==> src/rtl/boot_dispatch_pkg.sv <==
package boot_dispatch_pkg;

  localparam int NUM_LOADERS = 3;

  typedef enum logic [1:0] {
    MODE_EXT        = 2'b00,
    MODE_FLASH      = 2'b01,
    MODE_SPI_SLAVE  = 2'b10,
    MODE_SPI_MASTER = 2'b11
  } bootMode_e;

  typedef struct packed {
    logic capture;
    logic fire;
    logic finish;
  } ctlStrobe_t;

endpackage

==> src/rtl/boot_dispatch_ctrl.sv <==
module boot_dispatch_ctrl
  import boot_dispatch_pkg::*;
(
  input  logic       clk,
  input  logic       rstN,
  input  logic       bypass,
  input  logic       doneHit,
  output ctlStrobe_t strobe
);

  typedef enum logic [1:0] {
    ST_CAPTURE,
    ST_DECIDE,
    ST_WAIT,
    ST_DONE
  } ctlState_e;

  ctlState_e state, stateNext;

  always_ff @(posedge clk or negedge rstN) begin
    if (!rstN) state <= ST_CAPTURE;
    else       state <= stateNext;
  end

  always_comb begin
    stateNext = state;
    strobe    = '0;
    unique case (state)
      ST_CAPTURE: begin
        strobe.capture = 1'b1;
        stateNext      = ST_DECIDE;
      end
      ST_DECIDE: begin
        if (bypass) begin
          strobe.finish = 1'b1;
          stateNext     = ST_DONE;
        end else begin
          strobe.fire = 1'b1;
          stateNext   = ST_WAIT;
        end
      end
      ST_WAIT: begin
        if (doneHit) begin
          strobe.finish = 1'b1;
          stateNext     = ST_DONE;
        end
      end
      default: stateNext = ST_DONE;
    endcase
  end

  // without the matching done bit the controller keeps waiting
  a_r8_wait_holds: assert property (@(posedge clk) disable iff (!rstN)
    (state == ST_WAIT && !doneHit) |=> (state == ST_WAIT));

  // a bypass decision goes straight to the final state
  a_r3_bypass_skips_wait: assert property (@(posedge clk) disable iff (!rstN)
    (state == ST_DECIDE && bypass) |=> (state == ST_DONE));

  // the final state is never left
  a_r9_done_terminal: assert property (@(posedge clk) disable iff (!rstN)
    (state == ST_DONE) |=> (state == ST_DONE));

endmodule

==> src/rtl/boot_dispatch_dp.sv <==
module boot_dispatch_dp
  import boot_dispatch_pkg::*;
#(
  parameter int          ADDR_W     = 32,
  parameter logic [31:0] ROM_BASE   = 32'hEF00_0000,
  parameter logic [31:0] L1_BASE    = 32'hFFA0_0000,
  parameter logic [31:0] EXT_BASE   = 32'h2000_0000,
  parameter int          FLASH_HOLD = 3,
  parameter int          FLASH_WAIT = 15
)(
  input  logic                                 clk,
  input  logic                                 rstN,
  input  logic [1:0]                           strapMode,
  input  logic                                 swResetFlag,
  input  logic [NUM_LOADERS-1:0]               loaderDone,
  input  ctlStrobe_t                           strobe,
  output logic                                 bypass,
  output logic                                 doneHit,
  output logic [ADDR_W-1:0]                    bootVector,
  output logic [NUM_LOADERS-1:0]               loaderStart,
  output logic                                 bankEnable,
  output logic [$clog2(FLASH_HOLD+1)-1:0]      bankHold,
  output logic [$clog2(FLASH_WAIT+1)-1:0]      bankWait,
  output logic                                 jumpValid,
  output logic [ADDR_W-1:0]                    jumpAddr
);

  localparam int HOLD_W = $clog2(FLASH_HOLD + 1);
  localparam int WAIT_W = $clog2(FLASH_WAIT + 1);
  localparam logic [HOLD_W-1:0] HOLD_VAL = HOLD_W'(FLASH_HOLD);
  localparam logic [WAIT_W-1:0] WAIT_VAL = WAIT_W'(FLASH_WAIT);
  localparam logic [ADDR_W-1:0] ROM_ADDR = ADDR_W'(ROM_BASE);
  localparam logic [ADDR_W-1:0] L1_ADDR  = ADDR_W'(L1_BASE);
  localparam logic [ADDR_W-1:0] EXT_ADDR = ADDR_W'(EXT_BASE);

  bootMode_e modeQ;
  logic      swRstQ;
  logic [NUM_LOADERS-1:0] selOnehot;
  logic [ADDR_W-1:0]      jumpTarget;

  // loader index i serves strap code i+1
  for (genvar i = 0; i < NUM_LOADERS; i++) begin : g_sel
    assign selOnehot[i] = (modeQ == bootMode_e'(i + 1));
  end

  assign bypass     = swRstQ || (modeQ == MODE_EXT);
  assign doneHit    = |(loaderDone & selOnehot);
  assign jumpTarget = (!swRstQ && modeQ == MODE_EXT) ? EXT_ADDR : L1_ADDR;

  always_ff @(posedge clk or negedge rstN) begin
    if (!rstN) begin
      modeQ       <= MODE_EXT;
      swRstQ      <= 1'b0;
      bootVector  <= '0;
      loaderStart <= '0;
      bankEnable  <= 1'b0;
      bankHold    <= '0;
      bankWait    <= '0;
      jumpValid   <= 1'b0;
      jumpAddr    <= '0;
    end else begin
      if (strobe.capture) begin
        modeQ  <= bootMode_e'(strapMode);
        swRstQ <= swResetFlag;
      end
      loaderStart <= strobe.fire ? selOnehot : '0;
      if (strobe.fire) begin
        bootVector <= ROM_ADDR;
        if (modeQ == MODE_FLASH) begin
          bankEnable <= 1'b1;
          bankHold   <= HOLD_VAL;
          bankWait   <= WAIT_VAL;
        end
      end
      if (strobe.finish) begin
        jumpValid <= 1'b1;
        jumpAddr  <= jumpTarget;
        if (bypass) bootVector <= jumpTarget;
      end
    end
  end

  // never more than one loader started
  a_r5_start_onehot: assert property (@(posedge clk) disable iff (!rstN)
    $onehot0(loaderStart));

  // a start pulse is one cycle wide
  a_r6_single_pulse: assert property (@(posedge clk) disable iff (!rstN)
    (loaderStart != '0) |=> (loaderStart == '0));

  // captured straps do not move after the capture cycle
  a_r2_capture_frozen: assert property (@(posedge clk) disable iff (!rstN)
    !strobe.capture |=> ($stable(modeQ) && $stable(swRstQ)));

  // the jump indication is sticky
  a_r9_jump_sticky: assert property (@(posedge clk) disable iff (!rstN)
    jumpValid |=> (jumpValid && $stable(jumpAddr)));

  // a software reset never starts a loader
  a_r3_no_start_on_swreset: assert property (@(posedge clk) disable iff (!rstN)
    swRstQ |-> (loaderStart == '0));

endmodule

==> src/rtl/reset_boot_dispatcher.sv <==
module reset_boot_dispatcher
  import boot_dispatch_pkg::*;
#(
  parameter int          ADDR_W     = 32,
  parameter logic [31:0] ROM_BASE   = 32'hEF00_0000,
  parameter logic [31:0] L1_BASE    = 32'hFFA0_0000,
  parameter logic [31:0] EXT_BASE   = 32'h2000_0000,
  parameter int          FLASH_HOLD = 3,
  parameter int          FLASH_WAIT = 15
)(
  input  logic                            clk,
  input  logic                            rstN,
  input  logic [1:0]                      strapMode,
  input  logic                            swResetFlag,
  input  logic [2:0]                      loaderDone,
  output logic [ADDR_W-1:0]               bootVector,
  output logic [2:0]                      loaderStart,
  output logic                            bankEnable,
  output logic [$clog2(FLASH_HOLD+1)-1:0] bankHold,
  output logic [$clog2(FLASH_WAIT+1)-1:0] bankWait,
  output logic                            jumpValid,
  output logic [ADDR_W-1:0]               jumpAddr
);

  ctlStrobe_t strobe;
  logic       bypass;
  logic       doneHit;

  boot_dispatch_ctrl u_ctrl (
    .clk     (clk),
    .rstN    (rstN),
    .bypass  (bypass),
    .doneHit (doneHit),
    .strobe  (strobe)
  );

  boot_dispatch_dp #(
    .ADDR_W     (ADDR_W),
    .ROM_BASE   (ROM_BASE),
    .L1_BASE    (L1_BASE),
    .EXT_BASE   (EXT_BASE),
    .FLASH_HOLD (FLASH_HOLD),
    .FLASH_WAIT (FLASH_WAIT)
  ) u_dp (
    .clk         (clk),
    .rstN        (rstN),
    .strapMode   (strapMode),
    .swResetFlag (swResetFlag),
    .loaderDone  (loaderDone),
    .strobe      (strobe),
    .bypass      (bypass),
    .doneHit     (doneHit),
    .bootVector  (bootVector),
    .loaderStart (loaderStart),
    .bankEnable  (bankEnable),
    .bankHold    (bankHold),
    .bankWait    (bankWait),
    .jumpValid   (jumpValid),
    .jumpAddr    (jumpAddr)
  );

endmodule

==> config.mk <==
export PLATFORM = sky130hd
export DESIGN_NAME = reset_boot_dispatcher
export DESIGN_NICKNAME = d
export VERILOG_FILES = /design/src/rtl/boot_dispatch_pkg.sv /design/src/rtl/boot_dispatch_ctrl.sv /design/src/rtl/boot_dispatch_dp.sv /design/src/rtl/reset_boot_dispatcher.sv
export SDC_FILE = /design/constraint.sdc
export NUM_CORES = 1
export LEC_CHECK = 0
export ABC_AREA = 1
export BUFFER_PORTS_ARGS = -buffer_cell sky130_fd_sc_hd__buf_2
export CORE_ASPECT_RATIO = 0.6
export CORE_UTILIZATION = 26
export DETAILED_ROUTE_END_ITERATION = 8
export HOLD_SLACK_MARGIN = 0.15
export PLACE_DENSITY = 0.54
export SYNTH_ARGS = -nofsm -noshare
export SYNTH_HDL_FRONTEND = slang
export SYNTH_SLANG_ARGS = --single-unit
==> constraint.sdc <==
create_clock -name clk -period 1.4 [get_ports clk]
set_input_delay 0.07 -clock clk [delete_from_list [all_inputs] [get_ports clk]]
set_output_delay 0.07 -clock clk [all_outputs]
set_load 0.01 [all_outputs]
Word-level counts from Yosys, hierarchy flattened
Cells that the tools add are included.
{ "word_totals": {"reg_bits": 76, "input_bits": 8, "word_cells": 38} }
{ "op_classes": {"n_eq_ne": 6, "mux": 14, "n_bitwise": 1, "reduce_logical": 7} }
{ "op_table": {"columns": ["cell", "count"], "rows": [
  ["32-bit two-way mux", 4],
  ["2-bit equality test, second input constant", 3],
  ["1-bit two-way mux", 6],
  ["2-bit one-hot mux with 3 select lines", 1],
  ["2-bit by 1-bit equality test with 1-bit output, second input constant", 2],
  ["2-bit zero test", 2],
  ["3-bit AND", 1],
  ["3-bit two-way mux", 1],
  ["3-bit OR reduction", 1],
  ["2-bit two-way mux", 1],
  ["2-bit inequality test, second input constant", 1],
  ["1-bit one-hot mux with 2 select lines", 1],
  ["2-bit AND reduction", 1],
  ["1-bit logical AND", 1],
  ["1-bit zero test", 1],
  ["1-bit logical OR", 1]
]} }

Logic depth before layout (Yosys ltp)
{ "depth": {"depth_word": 7, "ltp_mapped": 9} }

Hierarchy
From an unflattened synthesis, not the netlist that was laid out.
{ "unflattened": {"hier_cells": 202, "area_unflattened_um2": 2060.7} }
{ "by_module_without_submodules": {"columns": ["mod", "instances", "cells_each", "area_per_inst_um2", "seq_area_each_um2"], "rows": [
  ["boot_dispatch_dp", 1, 178, 1871.8, 1026.0],
  ["boot_dispatch_ctrl", 1, 24, 188.9, 50.0]
]} }

Worst setup path before layout
Ideal clock, no wire load.
{ "synth_path": {"kind": "reg2reg", "start": "reg u_ctrl.state[1]", "end": "reg u_dp.bootVector[10]", "setup_time_ps": 116, "arrival_ps": 1326, "path_slack_ps": -42, "stages_incl_launch_ff": 10, "synth_period_minus_slack_ps": 1442, "cell_sequence": "dfrtp_1 > inv_1 > ha_1 > buf_2 > inv_1 > buf_6 > nand3_1 > inv_1 > nand3_1 > nand2_1"} }
{ "synth_between": {"elab_chain_len": 5, "elab_cells_between_ends": 7} }
{ "synth_rtl": {"columns": ["element", "line_no", "source"], "rows": [
  ["start: declaration", "boot_dispatch_ctrl.sv:18", "ctlState_e state, stateNext;"],
  ["start signal: assignment", "boot_dispatch_ctrl.sv:22", "else state <= stateNext;"],
  ["2-bit by 1-bit equality test with 1-bit output", "boot_dispatch_ctrl.sv:28", "unique case (state)"],
  ["1-bit two-way mux", "boot_dispatch_ctrl.sv:28", null],
  ["32-bit two-way mux", "boot_dispatch_dp.sv:67", "if (strobe.fire) begin"],
  ["32-bit two-way mux", "boot_dispatch_dp.sv:78", "if (bypass) bootVector <= jumpTarget;"],
  ["32-bit two-way mux *", "boot_dispatch_dp.sv:75", "if (strobe.finish) begin"],
  ["end signal: assignment", "boot_dispatch_dp.sv:78", null],
  ["end: declaration", "boot_dispatch_dp.sv:19", "output logic [ADDR_W-1:0] bootVector,"]
]} }
Every way passes the cells marked *; elsewhere a longest branch is shown, timed or not.
A chain may end at the register's enable or synchronous reset.

Final worst setup path
{ "layout_path": {"start": "reg u_ctrl.state[0]", "end": "reg u_dp.bootVector[21]"} }
The elaborated chain is that of the path after synthesis.

==> results.md <==
* CTS tree: yes
* Pin count of the biggest net entering global routing at 23
* Post-place instance area at 0.00305 mm^2
* Top cell type's share of synthesized area at 0.393
* Die ar. at ~0.011 mm^2
* Worst IR Drop VDD at between 600 and 700 uV
* Crit path capture type: flop
* Power Internal at around 0.0035 W
* Final hold vios at 0
* Crit path time final at ~1400 ps
* Flop pwr share at 0.296
* Most common cell in the synthesized netlist: nand2_1
* GPL Wtd Cong at roughly 0.76
* Pleak at around 2.2 nW
* DRT iter0 DRCs at approximately 140
* Post-Synthesis Cells at approximately 360
* XOR/XNOR Fraction of Synth Area at 0
* Clk pwr share at 0.235
* Final ANT Viol Nets at 0
* CTS max path bufs at 2
* Failing checks: setup timing
* First-pass GRT wire length at 11,100 um
* Vias in the first global route at 2,148
* Largest family of logic cells by synthesized area: simple AND/OR/NAND/NOR gates
* Simple-gate share of the synthesized area at 0.304
* Mapped cell area at around 0.0027 mm^2
* Synth cell count leaders: nand2_1, nand3_1, inv_1
* Crit path max fanout at 7
* Max-slew violations at 0
* Pre-antenna DRT Iters at 4
* Async set or reset register ratio after synthesis at 1.00
* Initial core utilization at 0.272
* Synth-to-Final Area Change at 30.9%
* Wl on met1 at approximately 3700 um
* Setup slack after layout at -7.90 ps
* Die Width at between 100 and 150 um
* Fin area at around 0.0036 mm^2
* Req. time, crit path at roughly 1600 ps
* Hold slack at between 200 and 250 ps
* Sw Ratio at 0.397
* Sink Count at 43
* Post-synth EDFFs at 0
* GRT Total Usage at 0.132
* Vias/cell at between 4 and 5
* Crit Path Class: reg -> reg
* NetSw at about 0.0023 W
* Die height at around 80 um
* DP Wirelength at around 4700 um
* Highest clock rate at around 710 MHz
* Highest metal used: met4
* Wire per inst at between 10 and 15 um
* Clock skew at about 6.5 ps
* Most used DFF post-synth: dfrtp_1
* Yosys warning count at 0
* Distinct cells, synth at 22
* Proportion of layout cells with a drive suffix above 1 at 0.283
* Met3 WL at just under 500 um
* Outcome: finished, violations left
* Grt ovf at 0
* Initial antenna violation count at 0
* CTS Buf Count at 5
* Hold WC Path Type: in -> async
* Via Count at roughly 2,400
* Fin nets at 445
* Row count at 28
* Synth top area cells: dfrtp_1, nand2_1, nand3_1, buf_4, inv_1
* H-tree depth at 2
* CTS clk-pin slew, worst paths at 60 ps
* Compound-Gate Fraction of Synth Area at 0.0283
* Logic pwr share at 0.469
* Sequential-to-total area share from yosys stat at 0.393
* # diodes at 0
* Setup violations, final at 2
* RSZ-0062 raised after global routing: true
* Worst skew pair latency at approximately 290 ps
* Syn avg cell area at roughly 7.5 um^2
* Area leader, netlist: dfrtp_1
* Max Cap Violations at 0
* I/O Pins at just over 80
* Core Area at ~0.01 mm^2
* Port bufs at 60
* Met2 Routed Length at about 3200 um
* PwrDens at 1610 mW/mm^2
* Synth Register Bits at 43
* Mux share of post-synthesis cell area at 0
* Routed WL at roughly 7500 um
* Final period util at 1.01
* CP arrival at approximately 1600 ps
* DRC viols at 0
* Root buf cell: clkbuf_16
* CP Launch Type: flop
* Synth Area in Adders at 0.0183
==> worst max-delay path, stage by stage, from the launching register on <==
cell	delay, ps
dfrtp_1	380
buf_4	150
ha_4	200
o31ai_1	390
nand3_1	130
nand2_1	80
==> path summary, 6_finish.rpt <==
kind	from	endpoint	slack (ps)	cells past startpoint
setup / recovery	u_ctrl.state[0]$_DFFE_PN0P_	u_dp.bootVector[21]$_DFF_PN0_	-8	5
hold / removal	rstN	u_dp.bootVector[19]$_DFF_PN0_	240	2
setup reg to reg	u_ctrl.state[0]$_DFFE_PN0P_	u_dp.bootVector[21]$_DFF_PN0_	-8	5
hold reg to reg	u_dp.jumpAddr[29]$_DFFE_PN0P_	u_dp.jumpAddr[29]$_DFFE_PN0P_	500	2
max in group asynchronous	rstN	u_dp.jumpAddr[29]$_DFFE_PN0P_	650	3
min in group clk	loaderDone[1]	u_ctrl.state[0]$_DFFE_PN0P_	320	5
==> metrics by stage <==
stage                     setup WS, ps  setup TNS (ps)  instances  utilization  total power [W]
after global placement           -13.3           -14.6        545        0.303          0.00378
after detailed placement         -55.6           -1360        545        0.303          0.00380
final                            -7.90           -9.52        569        0.357          0.00579
after CTS                        -8.00           -13.8        559        0.328          0.00526
after global routing             -64.0            -965        569        0.357          0.00613
after floorplan                   24.4               0        385            -          0.00334
==> layer usage <==
layer  global-route usage  vias to the layer above
li1                     -                     1197
met1                0.188                     1139
met2                0.196                       85
met3               0.0340                        8
met4               0.0348                        0
met5                    0                        -
==> layout by cell type, fill, tap and decap left out, types with 3 or more instances in the layout <==
| cell type | Yosys | routed |
|---|---|---|
| buf_12 | 0 | 6 |
| buf_2 | 4 | 60 |
| buf_4 | 40 | 15 |
| buf_6 | 8 | 4 |
| clkbuf_16 | 0 | 9 |
| conb_1 | 1 | 22 |
| dfrtp_1 | 43 | 41 |
| dlygate4sd3_1 | 0 | 4 |
| ha_4 | 0 | 3 |
| inv_1 | 61 | 58 |
| inv_2 | 3 | 4 |
| nand2_1 | 103 | 103 |
| nand2_8 | 1 | 7 |
| nand3_1 | 62 | 61 |
| o21ai_0 | 11 | 4 |
| o21ai_1 | 0 | 5 |
| o31ai_1 | 3 | 3 |
| or2_1 | 7 | 7 |
==> power groups by stage <==
stage | logic [W] | registers (W) | clock network (W)
after detailed placement | 0.00208 | 0.00172 | 0
final | 0.00271 | 0.00171 | 0.00136
after global placement | 0.00207 | 0.00171 | 0
after global routing | 0.00294 | 0.00175 | 0.00144
after floorplan | 0.00159 | 0.00175 | 0
after CTS | 0.00216 | 0.00170 | 0.00140
==> registers in the layout, indices dropped and copies added, names as in the netlist <==
signal,count
u_ctrl.state,2
u_dp.loaderStart,3
u_dp.bankEnable,1
u_dp.jumpAddr,2
u_dp.bootVector,32
u_dp.swRstQ,1
u_dp.modeQ,2
==> area by class of cell <==
type,count,area [um^2]
inverter,64,250
fill,1042,6470
clock inverter,3,43.8
multi-input combinational,226,1200
timing repair buffer,93,718
sequential,43,1080
tap,135,169
clock buffer,5,125
==> kinds of logic after synthesis <==
logic type	Yosys count
other	1
buffers and inverters	120
AND/OR/NAND/NOR	182
flip-flops	43
AO/OA/AOI/OAI	14
adder cells (fa/ha/maj)	4
==> repair_timing <==
item,CTS,global route
endpoints found under the hold margin,46,0
gates cloned,1,7
gates resized for setup,5,34
hold buffers,4,0
pin swaps,1,6
setup endpoints to repair,32,35
setup buffers,1,3
Power figures use the tool's default switching activity.
